<file path="src/rtl/dtr_pkg.sv">
package dtr_pkg;
  localparam int unsigned DESC_W    = 64;
  localparam int unsigned ACC_W     = 8;
  localparam int unsigned ENTRY_SH  = 3;  // 8-byte entries
  localparam int unsigned TYPE_W    = 4;

  typedef enum logic {ST_IDLE, ST_FETCH} dtr_state_e;
endpackage

</file>
<file path="src/rtl/dtr_gdt_reg.sv">
module dtr_gdt_reg #(
  parameter int unsigned ADDR_W = 24,
  parameter int unsigned LIM_W  = 16
) (
  input  logic                    clk_i,
  input  logic                    rst_ni,
  input  logic                    we_i,
  input  logic [ADDR_W+LIM_W-1:0] wdata_i,
  output logic [ADDR_W+LIM_W-1:0] rdata_o,
  output logic [ADDR_W-1:0]       base_o,
  output logic [LIM_W-1:0]        limit_o
);
  logic [ADDR_W+LIM_W-1:0] word_q;

  always_ff @(posedge clk_i or negedge rst_ni) begin
    if (!rst_ni)   word_q <= '0;
    else if (we_i) word_q <= wdata_i;
  end

  assign rdata_o = word_q;
  assign base_o  = word_q[ADDR_W+LIM_W-1:LIM_W];
  assign limit_o = word_q[LIM_W-1:0];
endmodule

</file>
<file path="src/rtl/dtr_sel_check.sv">
module dtr_sel_check #(
  parameter int unsigned ADDR_W = 24,
  parameter int unsigned LIM_W  = 16,
  parameter int unsigned IDX_W  = 13
) (
  input  logic [IDX_W-1:0]  idx_i,
  input  logic              ti_i,
  input  logic [ADDR_W-1:0] gdt_base_i,
  input  logic [LIM_W-1:0]  gdt_limit_i,
  output logic              is_null_o,
  output logic              ti_err_o,
  output logic              lim_err_o,
  output logic [ADDR_W-1:0] addr_o
);
  import dtr_pkg::*;
  localparam int unsigned OFS_W = IDX_W + ENTRY_SH;
  localparam int unsigned CMP_W = (OFS_W > LIM_W) ? OFS_W : LIM_W;

  logic [OFS_W-1:0] last_byte;
  assign last_byte = {idx_i, {ENTRY_SH{1'b1}}};

  assign ti_err_o  = ti_i;
  assign is_null_o = !ti_i && (idx_i == '0);
  assign lim_err_o = CMP_W'(last_byte) > CMP_W'(gdt_limit_i);
  assign addr_o    = gdt_base_i + ADDR_W'({idx_i, {ENTRY_SH{1'b0}}});
endmodule

</file>
<file path="src/rtl/dtr_desc_chk.sv">
module dtr_desc_chk #(
  parameter int unsigned ADDR_W   = 24,
  parameter int unsigned LIM_W    = 16,
  parameter logic [3:0]  LDT_TYPE = 4'd2
) (
  input  logic [dtr_pkg::DESC_W-1:0] desc_i,
  output logic                       ok_o,
  output logic [ADDR_W-1:0]          base_o,
  output logic [LIM_W-1:0]           limit_o
);
  import dtr_pkg::*;
  localparam int unsigned ACC_LSB = ADDR_W + LIM_W;

  logic [ACC_W-1:0] acc;
  logic             unused_hi;

  assign acc       = desc_i[ACC_LSB +: ACC_W];
  assign unused_hi = ^desc_i[DESC_W-1:ACC_LSB+ACC_W];
  assign ok_o      = acc[ACC_W-1] && (acc[TYPE_W-1:0] == LDT_TYPE);
  assign base_o    = desc_i[ACC_LSB-1:LIM_W];
  assign limit_o   = desc_i[LIM_W-1:0];
endmodule

</file>
<file path="src/rtl/dtr_unit.sv">
module dtr_unit #(
  parameter int unsigned ADDR_W   = 24,
  parameter int unsigned LIM_W    = 16,
  parameter int unsigned SEL_W    = 16,
  parameter logic [3:0]  LDT_TYPE = 4'd2
) (
  input  logic                       clk_i,
  input  logic                       rst_ni,
  input  logic                       gdt_load_i,
  input  logic [ADDR_W+LIM_W-1:0]    gdt_data_i,
  output logic [ADDR_W+LIM_W-1:0]    gdt_data_o,
  input  logic                       ldt_load_i,
  input  logic [SEL_W-1:0]           ldt_sel_i,
  output logic [SEL_W-1:0]           ldt_sel_o,
  output logic                       busy_o,
  output logic                       done_o,
  output logic                       fault_o,
  output logic                       mem_req_o,
  output logic [ADDR_W-1:0]          mem_addr_o,
  input  logic                       mem_ack_i,
  input  logic [dtr_pkg::DESC_W-1:0] mem_rdata_i,
  output logic [ADDR_W-1:0]          gdt_base_o,
  output logic [LIM_W-1:0]           gdt_limit_o,
  output logic [ADDR_W-1:0]          ldt_base_o,
  output logic [LIM_W-1:0]           ldt_limit_o,
  output logic                       ldt_valid_o
);
  import dtr_pkg::*;
  localparam int unsigned IDX_W  = SEL_W - 3;
  localparam int unsigned TI_BIT = 2;

  dtr_state_e        state_q;
  logic [SEL_W-1:0]  sel_q, pend_q;
  logic [ADDR_W-1:0] addr_q, base_q;
  logic [LIM_W-1:0]  lim_q;
  logic              valid_q, done_q, fault_q;

  logic              is_null, ti_err, lim_err, desc_ok;
  logic [ADDR_W-1:0] fetch_addr, d_base;
  logic [LIM_W-1:0]  d_lim;

  dtr_gdt_reg #(.ADDR_W(ADDR_W), .LIM_W(LIM_W)) u_gdt (
    .clk_i   (clk_i),
    .rst_ni  (rst_ni),
    .we_i    (gdt_load_i),
    .wdata_i (gdt_data_i),
    .rdata_o (gdt_data_o),
    .base_o  (gdt_base_o),
    .limit_o (gdt_limit_o)
  );

  dtr_sel_check #(.ADDR_W(ADDR_W), .LIM_W(LIM_W), .IDX_W(IDX_W)) u_sel (
    .idx_i       (ldt_sel_i[SEL_W-1:3]),
    .ti_i        (ldt_sel_i[TI_BIT]),
    .gdt_base_i  (gdt_base_o),
    .gdt_limit_i (gdt_limit_o),
    .is_null_o   (is_null),
    .ti_err_o    (ti_err),
    .lim_err_o   (lim_err),
    .addr_o      (fetch_addr)
  );

  dtr_desc_chk #(.ADDR_W(ADDR_W), .LIM_W(LIM_W), .LDT_TYPE(LDT_TYPE)) u_desc (
    .desc_i  (mem_rdata_i),
    .ok_o    (desc_ok),
    .base_o  (d_base),
    .limit_o (d_lim)
  );

  always_ff @(posedge clk_i or negedge rst_ni) begin
    if (!rst_ni) begin
      state_q <= ST_IDLE;
      sel_q   <= '0;
      pend_q  <= '0;
      addr_q  <= '0;
      base_q  <= '0;
      lim_q   <= '0;
      valid_q <= 1'b0;
      done_q  <= 1'b0;
      fault_q <= 1'b0;
    end else begin
      done_q  <= 1'b0;
      fault_q <= 1'b0;
      unique case (state_q)
        ST_IDLE: if (ldt_load_i) begin
          if (ti_err) begin
            fault_q <= 1'b1;
          end else if (is_null) begin
            sel_q   <= ldt_sel_i;
            base_q  <= '0;
            lim_q   <= '0;
            valid_q <= 1'b0;
            done_q  <= 1'b1;
          end else if (lim_err) begin
            fault_q <= 1'b1;
          end else begin
            pend_q  <= ldt_sel_i;
            addr_q  <= fetch_addr;
            state_q <= ST_FETCH;
          end
        end
        ST_FETCH: if (mem_ack_i) begin
          state_q <= ST_IDLE;
          if (desc_ok) begin
            sel_q   <= pend_q;
            base_q  <= d_base;
            lim_q   <= d_lim;
            valid_q <= 1'b1;
            done_q  <= 1'b1;
          end else begin
            fault_q <= 1'b1;
          end
        end
        default: state_q <= ST_IDLE;
      endcase
    end
  end

  assign busy_o      = (state_q == ST_FETCH);
  assign mem_req_o   = busy_o;
  assign mem_addr_o  = addr_q;
  assign done_o      = done_q;
  assign fault_o     = fault_q;
  assign ldt_sel_o   = sel_q;
  assign ldt_base_o  = base_q;
  assign ldt_limit_o = lim_q;
  assign ldt_valid_o = valid_q;
endmodule

</file>
<file path="config.mk">
export PLATFORM = sky130hd
export DESIGN_NAME = dtr_unit
export DESIGN_NICKNAME = d
export VERILOG_FILES = /design/src/rtl/dtr_pkg.sv /design/src/rtl/dtr_gdt_reg.sv /design/src/rtl/dtr_sel_check.sv /design/src/rtl/dtr_desc_chk.sv /design/src/rtl/dtr_unit.sv
export SDC_FILE = /design/constraint.sdc
export NUM_CORES = 1
export LEC_CHECK = 0
export ABC_CLOCK_PERIOD_IN_PS = 3400
export BUFFER_PORTS_ARGS = -buffer_cell sky130_fd_sc_hd__clkbuf_2
export CAP_MARGIN = 15
export CORE_ASPECT_RATIO = 1.2
export CORE_MARGIN = 5
export CORE_UTILIZATION = 48
export CTS_CLUSTER_SIZE = 14
export DETAILED_ROUTE_END_ITERATION = 12
export PLACE_DENSITY_LB_ADDON = 0.05
export SKIP_LAST_GASP = 1
export SYNTH_ARGS = -nofsm -noshare
export SYNTH_HDL_FRONTEND = slang
export SYNTH_SLANG_ARGS = --single-unit
</file>
<file path="constraint.sdc">
create_clock -name clk_i -period 3.4 [get_ports clk_i]
set_clock_uncertainty 0.1 [all_clocks]
set_input_delay 0.68 -clock clk_i [delete_from_list [all_inputs] [get_ports clk_i]]
set_output_delay 0.68 -clock clk_i [all_outputs]
set_load 0.01 [all_outputs]
</file>
Word-level counts from Yosys, hierarchy flattened --
Cells that the tools add are included.
Cells by class: add/sub/neg operators 1, $lt $le $gt $ge 1, eq/ne operators 6, muxes and demuxes 43, bitwise operators 4, reductions and logical operators 6
Operator list (count):
- 16-bit 2-to-1 mux | 10
- 24-bit 2-to-1 mux | 5
- 16-bit case mux with 2 select lines | 2
- 24-bit case mux with 2 select lines | 1
- 24-bit by 16-bit adder with 24-bit output | 1
- 1-bit 2-to-1 mux | 21
- 16-bit > comparator | 1
- 13-bit logical NOT | 1
- 5-bit AND reduction | 2
- 2-bit inequality test (second input constant) | 4
- 1-bit case mux with 2 select lines | 4
- 4-bit by 2-bit == test with 1-bit output (second input constant) | 1
- 1-bit inverter | 4
- 1-bit logical AND | 2
- 2-bit by 1-bit inequality test with 1-bit output (second input constant) | 1
- 1-bit logical NOT | 1
Storage, ports and cells: bits in registers 139, input port bits 125, output and inout bits 165, logic and storage cells 71

Longest topological paths before layout --
depth in word-level cells 6, depth in mapped cells 11

Modules after synthesis --
A second synthesis with hierarchy kept.
Unflattened totals: cell total of the unflattened synthesis 589, area total of the unflattened synthesis 7529.7 µm²
By module, submodules not included:
- dtr_unit | times used 1, cells each 244, area each 4091.4 µm², seq. area each 2502.4 µm²
- dtr_gdt_reg | times used 1, cells each 124, area each 1796.7 µm², seq. area each 1001.0 µm²
- dtr_sel_check | times used 1, cells each 179, area each 1325.0 µm², seq. area each 0.0 µm²
- dtr_desc_chk | times used 1, cells each 42, area each 316.6 µm², seq. area each 0.0 µm²

Worst setup path after synthesis --
No wires, ideal clock.
kind input to register, from input port ldt_sel_i[9], to register pend_q[10], library setup time 125 ps, arrival 2464 ps, data required time 3175 ps, slack 711 ps, stages on the path 10, path buffers 2, cell sequence ha_1 a21o_1 nand3_1 a21oi_1 a2111oi_1 nor2_2 nor2_4 buf_6 buf_12 mux2_4
Between the ends: longest elaborated chain between the ends 4
Ends and longest elaborated chain:
- start, declared | line dtr_unit.sv:13 | input logic [SEL_W-1:0] ldt_sel_i,
- parallel branches: the longest is 3 deep, another holds 16-bit > comparator
- 5-bit AND reduction (no source line) *
- end signal, assigned | line dtr_unit.sv:97 | pend_q <= ldt_sel_i;
- end, declared | line dtr_unit.sv:33 | logic [SEL_W-1:0] sel_q, pend_q;
Every way passes the cells marked *. A chain may end at the register's enable or synchronous reset.

Final worst setup path --
from input port ldt_sel_i[14], to register addr_q[23] (netlist: mem_addr_o[23])
Between the ends: longest elaborated chain between the ends 4
Ends and longest elaborated chain:
- parallel branches: the longest is 4 deep, another holds 16-bit > comparator
- end signal, assigned | line dtr_unit.sv:98 | addr_q <= fetch_addr;
- end, declared | line dtr_unit.sv:34 | logic [ADDR_W-1:0] addr_q, base_q;
Parallel ways; which one is timed is not known.

==> flow_metrics.py <==
metrics = {
    "critical_path": {
        "path_cells": "clkbuf_2 > ha_1 > nand4_1 > or2_1 > nor4_2 > nor2_2 > nor2_4 > buf_12 > mux2_2",
        "crit_start": "ldt_sel_i[14]",
        "crit_arrival_ns": 2.89,
        "r2r-start": "u_gdt.rdata_o[14]",
        "start_kind": "primary input",
        "r2r_slack_ns": 0.71,
        "cp-end-kind": "register",
        "crit_required_ns": 3.60,
        "cp_max_fo": 39,
        "cp_slowest_stage_delay_ns": 0.37,
        "crit_type": "primary input to register",
        "worst_path_max_delay_cell": "mux2_2",
    },
    "logic_synthesis": {
        "synth_seq_area_share_pct": 52.21,
        "synth_top_area_cell": "dfrtp_1",
        "syn_inst": 554,
        "synth.most_common_cell": "dfrtp_1",
        "synth_top_area_share_pct": 52.21,
        "synthTopCellsByArea": "dfrtp_1 (52%), mux2_2 (9.7%), buf_4 (5.3%), a22o_1 (5.3%), ha_1 (4.9%)",
        "synth_nets": 706,
        "synthTopCellsByCount": "dfrtp_1 (138), mux2_2 (57), buf_4 (47), a22o_1 (40), nand2_1 (39)",
        "netlist_area_um2": 6614,
        "synth_ff_type": "dfrtp_1",
        "netlist-cell-type-count": 45,
        "synthArstFlopShare_pct": 100.0,
        "avgSynthCellArea_um2": 11.94,
        "ys_ff_latch": 138,
        "ys.warnings.count": 0,
        "synth-edff-count": 0,
    },
    "clock_tree": {
        "clockBufferDepth": 2,
        "cts.reportedPaths.clkPinSlew_ns": 0.06,
        "ctsHoldBuffers": 0,
        "cts_buffers": 17,
        "cts_resized": 0,
        "insertion_delay_ns": 0.42,
        "cts_max_level": 4,
        "clock-sinks": 138,
        "cts-root-buf": "clkbuf_16",
        "cts_tree": "built",
        "cts_setup_buffers": 0,
    },
    "timing": {
        "fin_crit_sh_pct": 79.04,
        "fin_ws_ns": 0.7127,
        "slew_headroom_pct": 37.82,
        "hold_violations": 0,
        "max_freq_mhz": 372.1,
        "setup_viol": 0,
        "hold_slack_ns": 0.1082,
        "rsz0062_at_grt": "no",
        "finalCriticalPeriod_ns": 2.687,
        "worst_pin_slew_ns": 0.9327,
        "finalMaxSlewViolations": 0,
        "tns_ns": 0,
    },
    "die": {
        "io_pins": 290,
        "core-area_um2": 13640,
        "die_w_um": 117.2,
        "die-area_um2": 16240,
        "rows": 47,
        "die_y_um": 138.6,
        "start_util_pct": 48.48,
    },
    "min_path": {
        "hp-class": "primary input to async pin",
    },
    "final_layout": {
        "layout.nets": 934,
        "fin_area_um2": 8429,
        "drive_above_1_share_pct": 47.92,
        "area_growth_pct": 27.45,
        "n_antenna_cell": 0,
    },
    "detailed_routing": {
        "post_drt_wl_per_cell_um": 17.53,
        "drc": 0,
        "vias_per_cell": 5.150,
        "dr.pass1.iters": 4,
        "dr_total_vias": 4975,
        "wl_um": 16930,
        "drt_iter0_drc": 208,
        "ant_nets": 0,
    },
    "global_routing": {
        "grt_pass1_vias": 5040,
        "grt_max_degree": 59,
        "overflow": 0,
        "grt_pass1_wl_um": 26440,
        "grt_usage_pct": 20.92,
        "antenna_found_initial": 0,
    },
    "placement": {
        "hpwl_um": 12810,
        "gp_congestion": 0.7553,
        "io_buffers": 269,
        "postPlaceCellArea_um2": 7807,
        "pre_cts_slack_ns": 0.2789,
    },
    "power": {
        "vdd_ir_drop_max_mv": 0.3771,
        "power_density_nw_per_um2": 633.7,
        "leakage_nw": 4.401,
        "p_total_mw": 5.341,
    },
    "run": {
        "max_cap_violations": 0,
    },
    "run_status": {
        "outcome": "finished, final reports clean",
    },
}
-- final timing paths --
path,end,depth (start not counted)
max in group asynchronous,mem_addr_o[20],2
worst min-delay path,ldt_base_o[19],1
worst max-delay path,mem_addr_o[23],9
min in group clk_i,u_gdt.rdata_o[8],3
worst min register to register,ldt_sel_o[10],2
worst max register to register,mem_addr_o[23],9
-- critical path, delay by kind of cell --
family,cells,cell delay (ns)
buffers and inverters,2,0.41
muxes,1,0.37
and+or+nand+nor,5,1.04
adders and majority gates,1,0.35
-- power by group --
part	switching [mW]	internal, mW	leakage, nW
sequential	0.200	1.96	1.74
combinational	0.627	0.630	2.36
clock	0.693	1.23	0.301
-- area by class of cell --
cell class	count	area, um2
multi-input combinational	329	2640
timing repair buffer	278	1433
clock inverter	11	141.4
tap	171	214.0
fill	1165	5214
sequential	138	3453
inverter	18	67.56
clock buffer	21	480.5
-- stage by stage --
stage / util, % / cells
after floorplan: - / 554
after global placement: 57.23 / 934
after detailed placement: 57.23 / 934
after CTS: 61.78 / 966
after global routing: 61.78 / 966
final: 61.78 / 966
-- logic make-up (layout without fill, tap and decap cells) --
logic type                 Yosys count  count (layout)  share of synthesized area (%)
DFF                                138             138                          52.21
other                                1               1                        0.05670
muxes                               82              82                          14.25
and+or+nand+nor                     91              91                          6.375
xor gates and xnor gates            16              16                          2.119
AOI/OAI and AO/OA                  112             112                          11.79
buffers and inverters               87             328                          7.983
adders and majority gates           27              27                          5.221
-- registers in the layout (all words and copies together), names as in the netlist --
name / flops
u_gdt.rdata_o: 40
ldt_valid_o: 1
ldt_sel_o: 15
mem_addr_o: 24
fault_o: 1
pend_q: 15
done_o: 1
ldt_base_o: 24
ldt_limit_o: 16
busy_o: 1
-- layout by cell type (no fill, tap or decap), types with 2 or more instances in the layout --
master / count
clkinv_2: 4
a22o_1: 40
mux2_2: 57
clkinvlp_4: 3
dfrtp_1: 138
mux2i_1: 15
buf_4: 8
a211oi_1: 3
a21o_1: 4
o22ai_1: 2
nand4_1: 3
nand2_1: 39
and3_1: 5
o211ai_1: 3
mux2_4: 10
clkbuf_8: 4
clkbuf_2: 268
o21bai_1: 2
nor2b_1: 2
ha_1: 26
bufinv_16: 3
nor4_1: 3
nand2b_1: 2
nor2_1: 19
nor2_4: 2
inv_1: 18
xnor2_1: 5
a21boi_0: 3
clkbuf_16: 17
xor2_1: 11
nand3_1: 10
nor3_1: 2
o211a_1: 2
o21ai_0: 34
a21oi_1: 13
-- per-layer routing --
layer / track usage, % / up-vias / wire [um]
met5: 0 / - / 0
met4: 6.703 / 0 / 239
met3: 6.547 / 16 / 1507
met2: 35.28 / 190 / 8397
met1: 25.16 / 2379 / 6788
li1: - / 2390 / -
Power figures use the tool's default switching activity.
